<file path="config.mk">
export PLATFORM = sky130hd
export DESIGN_NAME = adc_result_port
export DESIGN_NICKNAME = d
export VERILOG_FILES = /design/src/rtl/adc_rp_pkg.sv /design/src/rtl/adc_rp_lock_ctrl.sv /design/src/rtl/adc_rp_store.sv /design/src/rtl/adc_rp_byte_mux.sv /design/src/rtl/adc_result_port.sv
export SDC_FILE = /design/constraint.sdc
export NUM_CORES = 1
export LEC_CHECK = 0
export CELL_PAD_IN_SITES_DETAIL_PLACEMENT = 1
export CELL_PAD_IN_SITES_GLOBAL_PLACEMENT = 2
export CORE_MARGIN = 3
export CORE_UTILIZATION = 35
export DETAILED_ROUTE_END_ITERATION = 7
export GPL_TIMING_DRIVEN = 0
export PLACE_DENSITY_LB_ADDON = 0.05
export SLEW_MARGIN = 20
export SYNTH_ARGS = -nofsm -noshare
export SYNTH_HDL_FRONTEND = slang
export SYNTH_SLANG_ARGS = --single-unit
</file>
<file path="constraint.sdc">
create_clock -name clk -period 2.9 [get_ports clk]
set_input_delay 0.435 -clock clk [delete_from_list [all_inputs] [get_ports clk]]
set_output_delay 0.435 -clock clk [all_outputs]
set_load 0.02 [all_outputs]
</file>
<file path="src/rtl/adc_rp_pkg.sv">
package adc_rp_pkg;

    localparam int RES_W_DEF = 10;
    localparam int BUS_W_DEF = 8;

    typedef enum logic {
        SEL_LO = 1'b0,
        SEL_HI = 1'b1
    } byte_sel_e;

    typedef enum logic {
        LK_OPEN = 1'b0,
        LK_HELD = 1'b1
    } lock_state_e;

    typedef struct packed {
        logic lo_rd;
        logic hi_rd;
    } rd_decode_t;

    function automatic rd_decode_t decode_read(input logic en, input logic addr);
        rd_decode_t d;
        d.lo_rd = en && (byte_sel_e'(addr) == SEL_LO);
        d.hi_rd = en && (byte_sel_e'(addr) == SEL_HI);
        return d;
    endfunction

endpackage

</file>
<file path="src/rtl/adc_rp_lock_ctrl.sv">
module adc_rp_lock_ctrl
    import adc_rp_pkg::*;
(
    input  logic       clk,
    input  logic       rst,
    input  rd_decode_t rd_dec,
    output logic       hold_o,
    output logic       locked_o
);

    lock_state_e state_q;
    lock_state_e state_d;

    always_comb begin
        state_d = state_q;
        if (rd_dec.hi_rd) begin
            state_d = LK_OPEN;
        end else if (rd_dec.lo_rd) begin
            state_d = LK_HELD;
        end
    end

    always_ff @(posedge clk) begin
        if (rst) begin
            state_q <= LK_OPEN;
        end else begin
            state_q <= state_d;
        end
    end

    // Freeze applies from the cycle of the low read until the high read.
    assign hold_o   = ((state_q == LK_HELD) && !rd_dec.hi_rd) || rd_dec.lo_rd;
    assign locked_o = (state_q == LK_HELD);

    assert_lo_locks_R6: assert property (@(posedge clk) disable iff (rst)
        rd_dec.lo_rd |=> locked_o);

    assert_hi_unlocks_R7: assert property (@(posedge clk) disable iff (rst)
        rd_dec.hi_rd |=> !locked_o);

endmodule

</file>
<file path="src/rtl/adc_rp_store.sv">
module adc_rp_store #(
    parameter int RES_W = adc_rp_pkg::RES_W_DEF
) (
    input  logic             clk,
    input  logic             rst,
    input  logic             conv_done,
    input  logic [RES_W-1:0] conv_value,
    input  logic             hold,
    output logic [RES_W-1:0] result_o
);

    logic [RES_W-1:0] result_q;
    logic [RES_W-1:0] pend_q;
    logic             pend_v_q;

    always_ff @(posedge clk) begin
        if (rst) begin
            result_q <= '0;
            pend_q   <= '0;
            pend_v_q <= 1'b0;
        end else if (hold) begin
            if (conv_done) begin
                pend_q   <= conv_value;
                pend_v_q <= 1'b1;
            end
        end else begin
            if (conv_done) begin
                result_q <= conv_value;
                pend_v_q <= 1'b0;
            end else if (pend_v_q) begin
                result_q <= pend_q;
                pend_v_q <= 1'b0;
            end
        end
    end

    assign result_o = result_q;

    assert_frozen_R6: assert property (@(posedge clk) disable iff (rst)
        hold |=> (result_o == $past(result_o)));

    assert_newest_wins_R9: assert property (@(posedge clk) disable iff (rst)
        (!hold && conv_done) |=> (result_o == $past(conv_value)));

    assert_pend_commit_R8: assert property (@(posedge clk) disable iff (rst)
        (!hold && !conv_done && pend_v_q) |=> (result_o == $past(pend_q)));

    assert_idle_keeps_R10: assert property (@(posedge clk) disable iff (rst)
        (!conv_done && !pend_v_q) |=> $stable(result_o));

endmodule

</file>
<file path="src/rtl/adc_rp_byte_mux.sv">
module adc_rp_byte_mux #(
    parameter int RES_W = adc_rp_pkg::RES_W_DEF,
    parameter int BUS_W = adc_rp_pkg::BUS_W_DEF
) (
    input  logic [RES_W-1:0] result,
    input  logic             left_align,
    output logic [BUS_W-1:0] lo_o,
    output logic [BUS_W-1:0] hi_o
);

    localparam int PAIR_W = 2 * BUS_W;
    localparam int PAD_W  = PAIR_W - RES_W;

    logic [PAIR_W-1:0] right_pair;
    logic [PAIR_W-1:0] left_pair;
    logic [PAIR_W-1:0] pair;

    generate
        if (PAD_W == 0) begin : g_full
            assign right_pair = result;
            assign left_pair  = result;
        end else begin : g_padded
            assign right_pair = {{PAD_W{1'b0}}, result};
            assign left_pair  = {result, {PAD_W{1'b0}}};
        end
    endgenerate

    assign pair = left_align ? left_pair : right_pair;
    assign lo_o = pair[BUS_W-1:0];
    assign hi_o = pair[PAIR_W-1:BUS_W];

endmodule

</file>
<file path="src/rtl/adc_result_port.sv">
module adc_result_port
    import adc_rp_pkg::*;
#(
    parameter int RES_W = adc_rp_pkg::RES_W_DEF,
    parameter int BUS_W = adc_rp_pkg::BUS_W_DEF
) (
    input  logic             clk,
    input  logic             rst,
    input  logic             conv_done_i,
    input  logic [RES_W-1:0] conv_result_i,
    input  logic             left_align_i,
    input  logic             rd_en_i,
    input  logic             rd_addr_i,
    output logic [BUS_W-1:0] rd_data_o
);

    localparam int PAD_W   = 2 * BUS_W - RES_W;
    localparam int HI_USED = RES_W - BUS_W;

    rd_decode_t       rd_dec;
    logic             hold;
    logic             locked;
    logic [RES_W-1:0] stored;
    logic [BUS_W-1:0] lo_img;
    logic [BUS_W-1:0] hi_img;
    logic [BUS_W-1:0] rd_data_q;

    assign rd_dec = decode_read(rd_en_i, rd_addr_i);

    adc_rp_lock_ctrl u_lock (
        .clk      (clk),
        .rst      (rst),
        .rd_dec   (rd_dec),
        .hold_o   (hold),
        .locked_o (locked)
    );

    adc_rp_store #(.RES_W(RES_W)) u_store (
        .clk        (clk),
        .rst        (rst),
        .conv_done  (conv_done_i),
        .conv_value (conv_result_i),
        .hold       (hold),
        .result_o   (stored)
    );

    adc_rp_byte_mux #(.RES_W(RES_W), .BUS_W(BUS_W)) u_mux (
        .result     (stored),
        .left_align (left_align_i),
        .lo_o       (lo_img),
        .hi_o       (hi_img)
    );

    always_ff @(posedge clk) begin
        if (rst) begin
            rd_data_q <= '0;
        end else if (rd_en_i) begin
            rd_data_q <= rd_dec.hi_rd ? hi_img : lo_img;
        end
    end

    assign rd_data_o = rd_data_q;

    assert_rd_hold_R4: assert property (@(posedge clk) disable iff (rst)
        !rd_en_i |=> $stable(rd_data_o));

    assert_hi_pad_R2: assert property (@(posedge clk) disable iff (rst)
        (rd_dec.hi_rd && !left_align_i) |=> (rd_data_o[BUS_W-1:HI_USED] == '0));

    assert_lo_pad_R3: assert property (@(posedge clk) disable iff (rst)
        (rd_dec.lo_rd && left_align_i) |=> (rd_data_o[PAD_W-1:0] == '0));

    assert_one_lock_R6: assert property (@(posedge clk) disable iff (rst)
        (locked && !rd_dec.hi_rd) |=> locked);

endmodule

</file>
# After elaboration in Yosys (flattened, before gate mapping)
# Index checks and enable logic that the tools add are counted.
# Widths: inputs -> output; s select.
word_totals:
  reg_bits: 30
  in_bits: 16
  out_inout_bits: 8
  word_cells: 21
classes:
  muxes: 4
  bitwise_logic: 2
  reduce_logical: 10
ops:
  columns: ["operator", "n"]
  rows:
  - ["$mux 10", 2]
  - ["$mux 16", 1]
  - ["$mux 8", 1]
  - ["$reduce_and 2->1", 2]
  - ["$reduce_or 2->1", 2]
  - ["$logic_and 1x1->1", 3]
  - ["$not 1->1", 2]
  - ["$reduce_bool 2->1", 1]
  - ["$logic_not 1->1", 1]
  - ["$logic_or 1x1->1", 1]

# Depth between registers and ports, before layout
# Gate-level depths: netlist (run 1).
depth:
  ltp_word: 6
  ltp_mapped: 5
  depth_no_buf: 3

# Hierarchy
# A second synthesis (run 1) with hierarchy kept.
unflattened:
  cells_unflattened: 154
  hier_area_um2: 1475.2
modules_own_cells:
  columns: ["mod", "n_inst", "cells_per_inst", "area_each_um2", "seq_area_each_um2"]
  rows:
  - ["adc_rp_store", 1, 93, 905.9, 420.4]
  - ["adc_result_port", 1, 38, 371.6, 160.2]
  - ["adc_rp_byte_mux", 1, 18, 157.7, 0.0]
  - ["adc_rp_lock_ctrl", 1, 5, 40.0, 20.0]

# Worst setup path after synthesis (run 1)
# No wires, ideal clock.
synth_path:
  kind: "input -> register"
  start: "input rd_en_i"
  end: "register u_store.result_q[0] (netlist: u_store.result_o[0])"
  setup_ns: 0.121
  arrival_time_ns: 1.314
  t_required_ns: 2.779
  setup_slack_ns: 1.466
  cell_stages: 4
  n_path_buf: 1
  path_cell_list: "buf_6 and2_4 o22ai_4 mux2_2"
synth_via:
  elab_chain_cells: 6
  word_cells_on_any_way: 7
  cone_classes: "bitwise: 1; reduce/logical: 6"
synth_lines:
  columns: ["item", "line_no", "text"]
  rows:
  - ["from (decl)", "adc_result_port.sv:12", "input logic rd_en_i,"]
  - ["$logic_and 1x1->1", "adc_rp_pkg.sv:24", "d.hi_rd = en && (byte_sel_e'(addr) == SEL_HI);"]
  - ["$logic_not 1->1", "adc_rp_lock_ctrl.sv:32", "assign hold_o = ((state_q == LK_HELD) && !rd_dec.hi_rd) || rd_dec.lo_rd;"]
  - ["$logic_and 1x1->1", "adc_rp_lock_ctrl.sv:32", null]
  - ["$logic_or 1x1->1 *", "adc_rp_lock_ctrl.sv:32", null]
  - ["$not 1->1 (no source line) *", null, null]
  - ["$reduce_and 2->1 (no source line) *", null, null]
  - ["to (signal assigned)", "adc_rp_store.sv:28", "result_q <= conv_value;"]
  - ["to (signal assigned)", "adc_rp_store.sv:31", "result_q <= pend_q;"]
  - ["to (decl)", "adc_rp_store.sv:12", "logic [RES_W-1:0] result_q;"]
# Mark *: on every way between the ends. The rest lies on a longest branch, timed or not.
# A chain may end at the register's enable or synchronous reset.

# Worst setup path in the final report (run 1)
layout_path:
  start: "input rst"
  end: "register u_store.pend_v_q"
layout_via:
  elab_chain_cells: 1
layout_lines:
  columns: ["item", "line_no", "text"]
  rows:
  - ["from (decl)", "adc_result_port.sv:8", "input logic rst,"]
  - ["$reduce_or 2->1 (no source line)", null, null]
  - ["to (signal assigned)", "adc_rp_store.sv:20", "pend_v_q <= 1'b0;"]
  - ["to (signal assigned)", "adc_rp_store.sv:24", "pend_v_q <= 1'b1;"]
  - ["to (signal assigned)", "adc_rp_store.sv:29", "pend_v_q <= 1'b0;"]
  - ["to (decl)", "adc_rp_store.sv:14", "logic pend_v_q;"]
# Every way passes these cells.

==> impl_metrics.ini, run 1 <==
[run_status]
status = completed

[timing]
max_freq_mhz = 560.4
min_period_ps = 1784
fin_worst_skew_ps = 3.787
finalHoldViolCount = 0
rsz0062_at_grt = false
setup_viol = 0
final_max_slew_viol_count = 0
slew_headroom = 0.6527
tightest_slew_ps = 519.0
setup_slack_ps = 1116
fin_tns_setup_ps = 0
whs_ps = 469.5
final.period_utilization = 0.6153

[place]
place_inst = 221
port_buffers = 22
pre_cts_slack_ps = 821.7
hpwl_um = 2460
gp_congestion = 0.6978

[floorplan]
initial_utilization = 0.3805
rows = 22
die_w_um = 70.73
coreArea_um2 = 3854
die_area_um2 = 5003
dieHeight_um = 70.73
io_pins = 24

[setup_path]
critPathSlowestCell = clkdlybuf4s50_1
cp_common_cell = clkbuf_1
crit_path_max_incr_delay_ps = 550
path_cells = clkdlybuf4s50_1, clkbuf_1, clkbuf_1, nor3_1
cp.required_ps = 3050
crit_type = input port to flip-flop
cp.arrival_ps = 1930
crit_path_start_kind = input port
end_kind = flip-flop
critPathMaxFanout = 10

[synth]
netlist.area_leader.share = 0.4096
synth_area_leaders = dfxtp_1, mux2i_1, mux2_2
synth_seq_cells = 30
synth_cells = 151
syn_nets = 167
ys_warn_count = 0
ys_seq_area_frac = 0.4096
syn_area_um2 = 1466
synth_cell_type_count = 23
synth_top_area_cell = dfxtp_1
avgSynthCellArea_um2 = 9.711

[clock_network]
clk_latency_ps = 280
cts.sinks = 30
cts_tree = done
hold_buffers = 0
clkTransAtPathRegs_ps = 60
cts_resized = 0
cts_max_path_buffers = 2
root_buffer = clkbuf_8
cts_post_setup_buffers_inserted = 0
cts_made_buffers = 5
cts_max_level = 2

[power]
powerDensity_nw_per_um2 = 510.9
ir_drop_v = 0.0002915
finalPower_mw = 0.9391
leakage_nw = 0.7060

[layout]
drive_gt1_frac = 0.1602
fin_nets = 196
area_delta_synth_final_pct = 25.34
diodes = 0
final_cells = 229

[route]
initialDrtViolationCount = 44
drt_wl_total_um = 3431
vias_per_cell = 4.983
drcViolationCount = 0
first_pass_iters = 4
final_antenna_net_count = 0
wl_per_cell_um = 14.98
num_vias = 1141

[worst_hold_path]
hp-class = input port to flip-flop

[grt]
grt_max_degree = 11
grt_pass1_vias = 1190
grtUsageTotal = 0.1505
gr-total-overflow = 0
grt_pass1_wl_um = 5906
antenna_found_initial = 0

[flow_run]
maxCapViolations = 0
==> Yosys cell counts <==
master and count:
a211oi_1 4, a21oi_1 3, a22oi_1 4, a311oi_1 2
a31oi_1 1, and2_1 1, and2_4 1, buf_4 2
buf_6 1, clkbuf_1 6, dfxtp_1 30, mux2_2 14
mux2i_1 20, nand2_1 5, nand2b_1 20, nand3_1 1
nor2_1 19, nor2_2 1, nor2b_1 12, nor3_1 1
nor3b_2 1, o22ai_4 1, or2_2 1
==> cells in the final DEF, fill, tap and decap left out <==
cell type        netlist  final
mux2i_1               20     20
nand2b_1              20     20
buf_4                  2      2
dfxtp_1               30     30
nor2_1                19     19
a21oi_1                3      3
clkbuf_1               6      7
clkinv_2               0      1
nor3b_2                1      1
a211oi_1               4      4
or2_2                  1      1
nor2b_1               12     12
o22ai_4                1      1
nor2_2                 1      1
a22oi_1                4      4
clkbuf_8               0      6
clkdlybuf4s50_1        0     22
and2_1                 1      1
nor3_1                 1      1
and2_4                 1      1
nand2_1                5      5
nand3_1                1      1
mux2_2                14     14
a31oi_1                1      1
a311oi_1               2      2
buf_6                  1      1
==> logic make-up (layout without fill, tap and decap cells) <==
logic type / count (synthesis) / count (layout) / synth area share
mux: 34 / 34 / 0.2440
compound gates: 15 / 15 / 0.08106
simple gates: 63 / 63 / 0.2321
buf+inv: 9 / 39 / 0.03327
flops: 30 / 30 / 0.4096
==> flip-flops by register name (all words and copies together) (netlist names) <==
signal / cells
u_lock.locked_o: 1
rd_data_o: 8
u_store.result_o: 10
u_store.pend_q: 10
u_store.pend_v_q: 1
==> worst max-delay path, delay by kind of cell <==
family / cells / cell delay, ps
buffers and inverters: 3 / 1370
AND/OR/NAND/NOR: 1 / 120
==> worst paths after layout <==
kind         slack (ps)                  end  depth (start not counted)               from
max                1120     u_store.pend_v_q                          4                rst
min reg2reg         480    u_store.pend_q[8]                          2  u_store.pend_q[8]
max reg2reg        1700  u_store.result_o[1]                          2   u_store.pend_v_q
min                 470         rd_data_o[3]                          3            rd_en_i
==> per-layer routing <==
| layer | GRT usage | share of wire | vias up |
|---|---|---|---|
| met2 | 0.2389 | 0.48 | 17 |
| met3 | 0.05682 | 0.044 | 5 |
| met4 | 0.03758 | 0.0093 | 0 |
| li1 | - | - | 573 |
| met1 | 0.1929 | 0.46 | 546 |
| met5 | 0 | 0 | - |
==> where the power goes <==
part           internal [mW]  switching (mW)  leakage [nW]
logic                 0.0755          0.0681         0.412
registers              0.435          0.0135         0.245
clock network          0.191           0.156        0.0482
total                  0.701           0.238         0.706
==> final cells by class <==
class / count / area, um2
plain buffers: 9 / 48.80
clock buffers: 7 / 86.33
clock inverters: 1 / 5.005
fillers: 447 / 2016
multi-input cells: 112 / 817.0
flip-flops and latches: 30 / 600.6
well taps: 48 / 60.06
repair buffers: 22 / 220.2
==> per-stage QoR <==
stage / util / instance area [um2]
3_3_place_gp: 0.4532 / 1747
3_5_place_dp: 0.4532 / 1747
6_report: 0.4769 / 1838
4_1_cts: 0.4769 / 1838
2_1_floorplan: - / 1466
5_1_grt: 0.4769 / 1838
Power figures use the tool's default switching activity.
==> inputs of run 2 (changes only) <==
--- a/config.mk
+++ b/config.mk
@@ -8,7 +8,7 @@
 export CELL_PAD_IN_SITES_DETAIL_PLACEMENT = 1
 export CELL_PAD_IN_SITES_GLOBAL_PLACEMENT = 2
 export CORE_MARGIN = 3
-export CORE_UTILIZATION = 35
+export CORE_UTILIZATION = 32
 export DETAILED_ROUTE_END_ITERATION = 7
 export GPL_TIMING_DRIVEN = 0
 export PLACE_DENSITY_LB_ADDON = 0.05
==> constraint.sdc (replaced) <==
create_clock -name clk -period 1.7 [get_ports clk]
set_input_delay 0.255 -clock clk [delete_from_list [all_inputs] [get_ports clk]]
set_output_delay 0.255 -clock clk [all_outputs]
set_load 0.02 [all_outputs]
==> run 2 against run 1 <==
Compared with the run above: combinational power is 71% higher; sequential share of layout area is 0.067 points lower; final cell count increased by 0.87%; global-route usage fell by 0.25 points; routed wire length rose by 4.1%; critical path type unchanged; highest routed layer unchanged.
==> impl_metrics.ini, run 2 (synthesized netlist as in run 1, its figures left out) <==
[floorplan]
io_pins = 24
rows = 23
coreArea_um2 = 4202
dieHeight_um = 73.70
initial_utilization = 0.3490
die_area_um2 = 5431
die_w_um = 73.70

[clock_network]
hold_buffers = 0
cts_tree = done
cts_max_path_buffers = 2
clk_latency_ps = 280
clkTransAtPathRegs_ps = 70
cts_made_buffers = 5
cts.sinks = 30
cts_max_level = 2
cts_post_setup_buffers_inserted = 0
root_buffer = clkbuf_8

[layout]
layout_common_cells = dfxtp_1, clkdlybuf4s50_1, nand2b_1, mux2i_1, nor2_1
area_delta_synth_final_pct = 25.60
final_common_cell = dfxtp_1
final_area_um2 = 1842
final_cells = 231
drive_gt1_frac = 0.1657
fin_nets = 196
diodes = 0

[power]
power_frac_seq = 0.476
switching_share = 0.2555
switching_power_mw = 0.4105
leakage_nw = 0.7090
finalPower_mw = 1.607
ir_drop_v = 0.0003498
clockPowerShare = 0.371
comb_power_share = 0.153
internal_power_mw = 1.196
powerDensity_nw_per_um2 = 872.4

[setup_path]
cp.arrival_ps = 1690
end_kind = flip-flop
crit-reg2reg-launch = u_store.pend_v_q
crit_start = rd_addr_i
crit_path_start_kind = input port
critPathMaxFanout = 10
cp.required_ps = 1870
crit_type = input port to flip-flop

[route]
initialDrtViolationCount = 34
drcViolationCount = 0
final_antenna_net_count = 0
vias_per_cell = 4.957
drt_wl_total_um = 3570
first_pass_iters = 2
num_vias = 1145
wl_per_cell_um = 15.45

[timing]
slew_headroom = 0.6689
whs_ps = 285.1
final.period_utilization = 0.8965
fin_worst_skew_ps = 5.598
max_freq_mhz = 656.2
setup_viol = 0
finalHoldViolCount = 0
tightest_slew_ps = 494.8
final_max_slew_viol_count = 0
min_period_ps = 1524
rsz0062_at_grt = false
fin_tns_setup_ps = 0

[flow_run]
maxCapViolations = 0

[place]
dpl-instance-area_um2 = 1749
gp_congestion = 0.7582
port_buffers = 22
hpwl_um = 2706
place_inst = 223

[grt]
grtUsageTotal = 0.1480
grt_pass1_wl_um = 5975
grt_pass1_vias = 1220
grt_max_degree = 11
gr-total-overflow = 0
antenna_found_initial = 0

[worst_hold_path]
hold_start = rd_en_i
hp-class = input port to flip-flop

[run_status]
status = completed
-- run 2: cell count changes in the layout (fill, tap and decap cells not counted) --
cell / previous run / this run
clkbuf_1: 7 / 6
clkbuf_2: 0 / 1
-- run 2: power groups by stage --
stage / clock, mW / sequential (mW) / combinational (mW)
after floorplan: 0 / 0.784 / 0.145
after global placement: 0 / 0.778 / 0.241
after detailed placement: 0 / 0.780 / 0.250
after CTS: 0.619 / 0.765 / 0.251
after global routing: 0.650 / 0.768 / 0.272
final: 0.596 / 0.765 / 0.246
-- run 2: through the flow --
step,utilization,setup slack [ps]
3_3_place_gp,0.4163,-149.3
6_report,0.4384,176.0
3_5_place_dp,0.4163,-218.5
2_1_floorplan,-,445.7
5_1_grt,0.4384,33.57
4_1_cts,0.4381,48.54
-- run 2: layer usage --
layer	wire length, um	GRT usage	vias up
met5	0	0	-
met4	52	0.06036	0
met3	126	0.03694	6
met2	1812	0.2549	16
met1	1580	0.1733	553
li1	-	-	570
-- run 2: final cells by class --
cell class	instances	area, um2
buffer	9	50.05
clock buffer	7	86.33
sequential	30	600.6
tap	50	62.56
fill	503	2360
multi-input combinational	112	817.0
clock inverter	1	5.005
timing repair buffer	22	220.2
-- run 2: worst max-delay path: stages --
cell and delay (ps):
clkdlybuf4s50_1 490, and2_4 230, o22ai_4 340, mux2_2 380
-- run 2: worst paths after layout --
check	end	slack [ps]	cells after the start
min reg2reg	u_store.pend_q[2]	480	2
min	rd_data_o[6]	290	3
max	u_store.result_o[2]	180	4
max reg2reg	u_store.result_o[2]	490	2
-- run 2: timing repair --
item | CTS | global route
endpoints found under the setup margin | 0 | 8
gates resized for setup | 0 | 2
hold endpoints to repair | 0 | 0
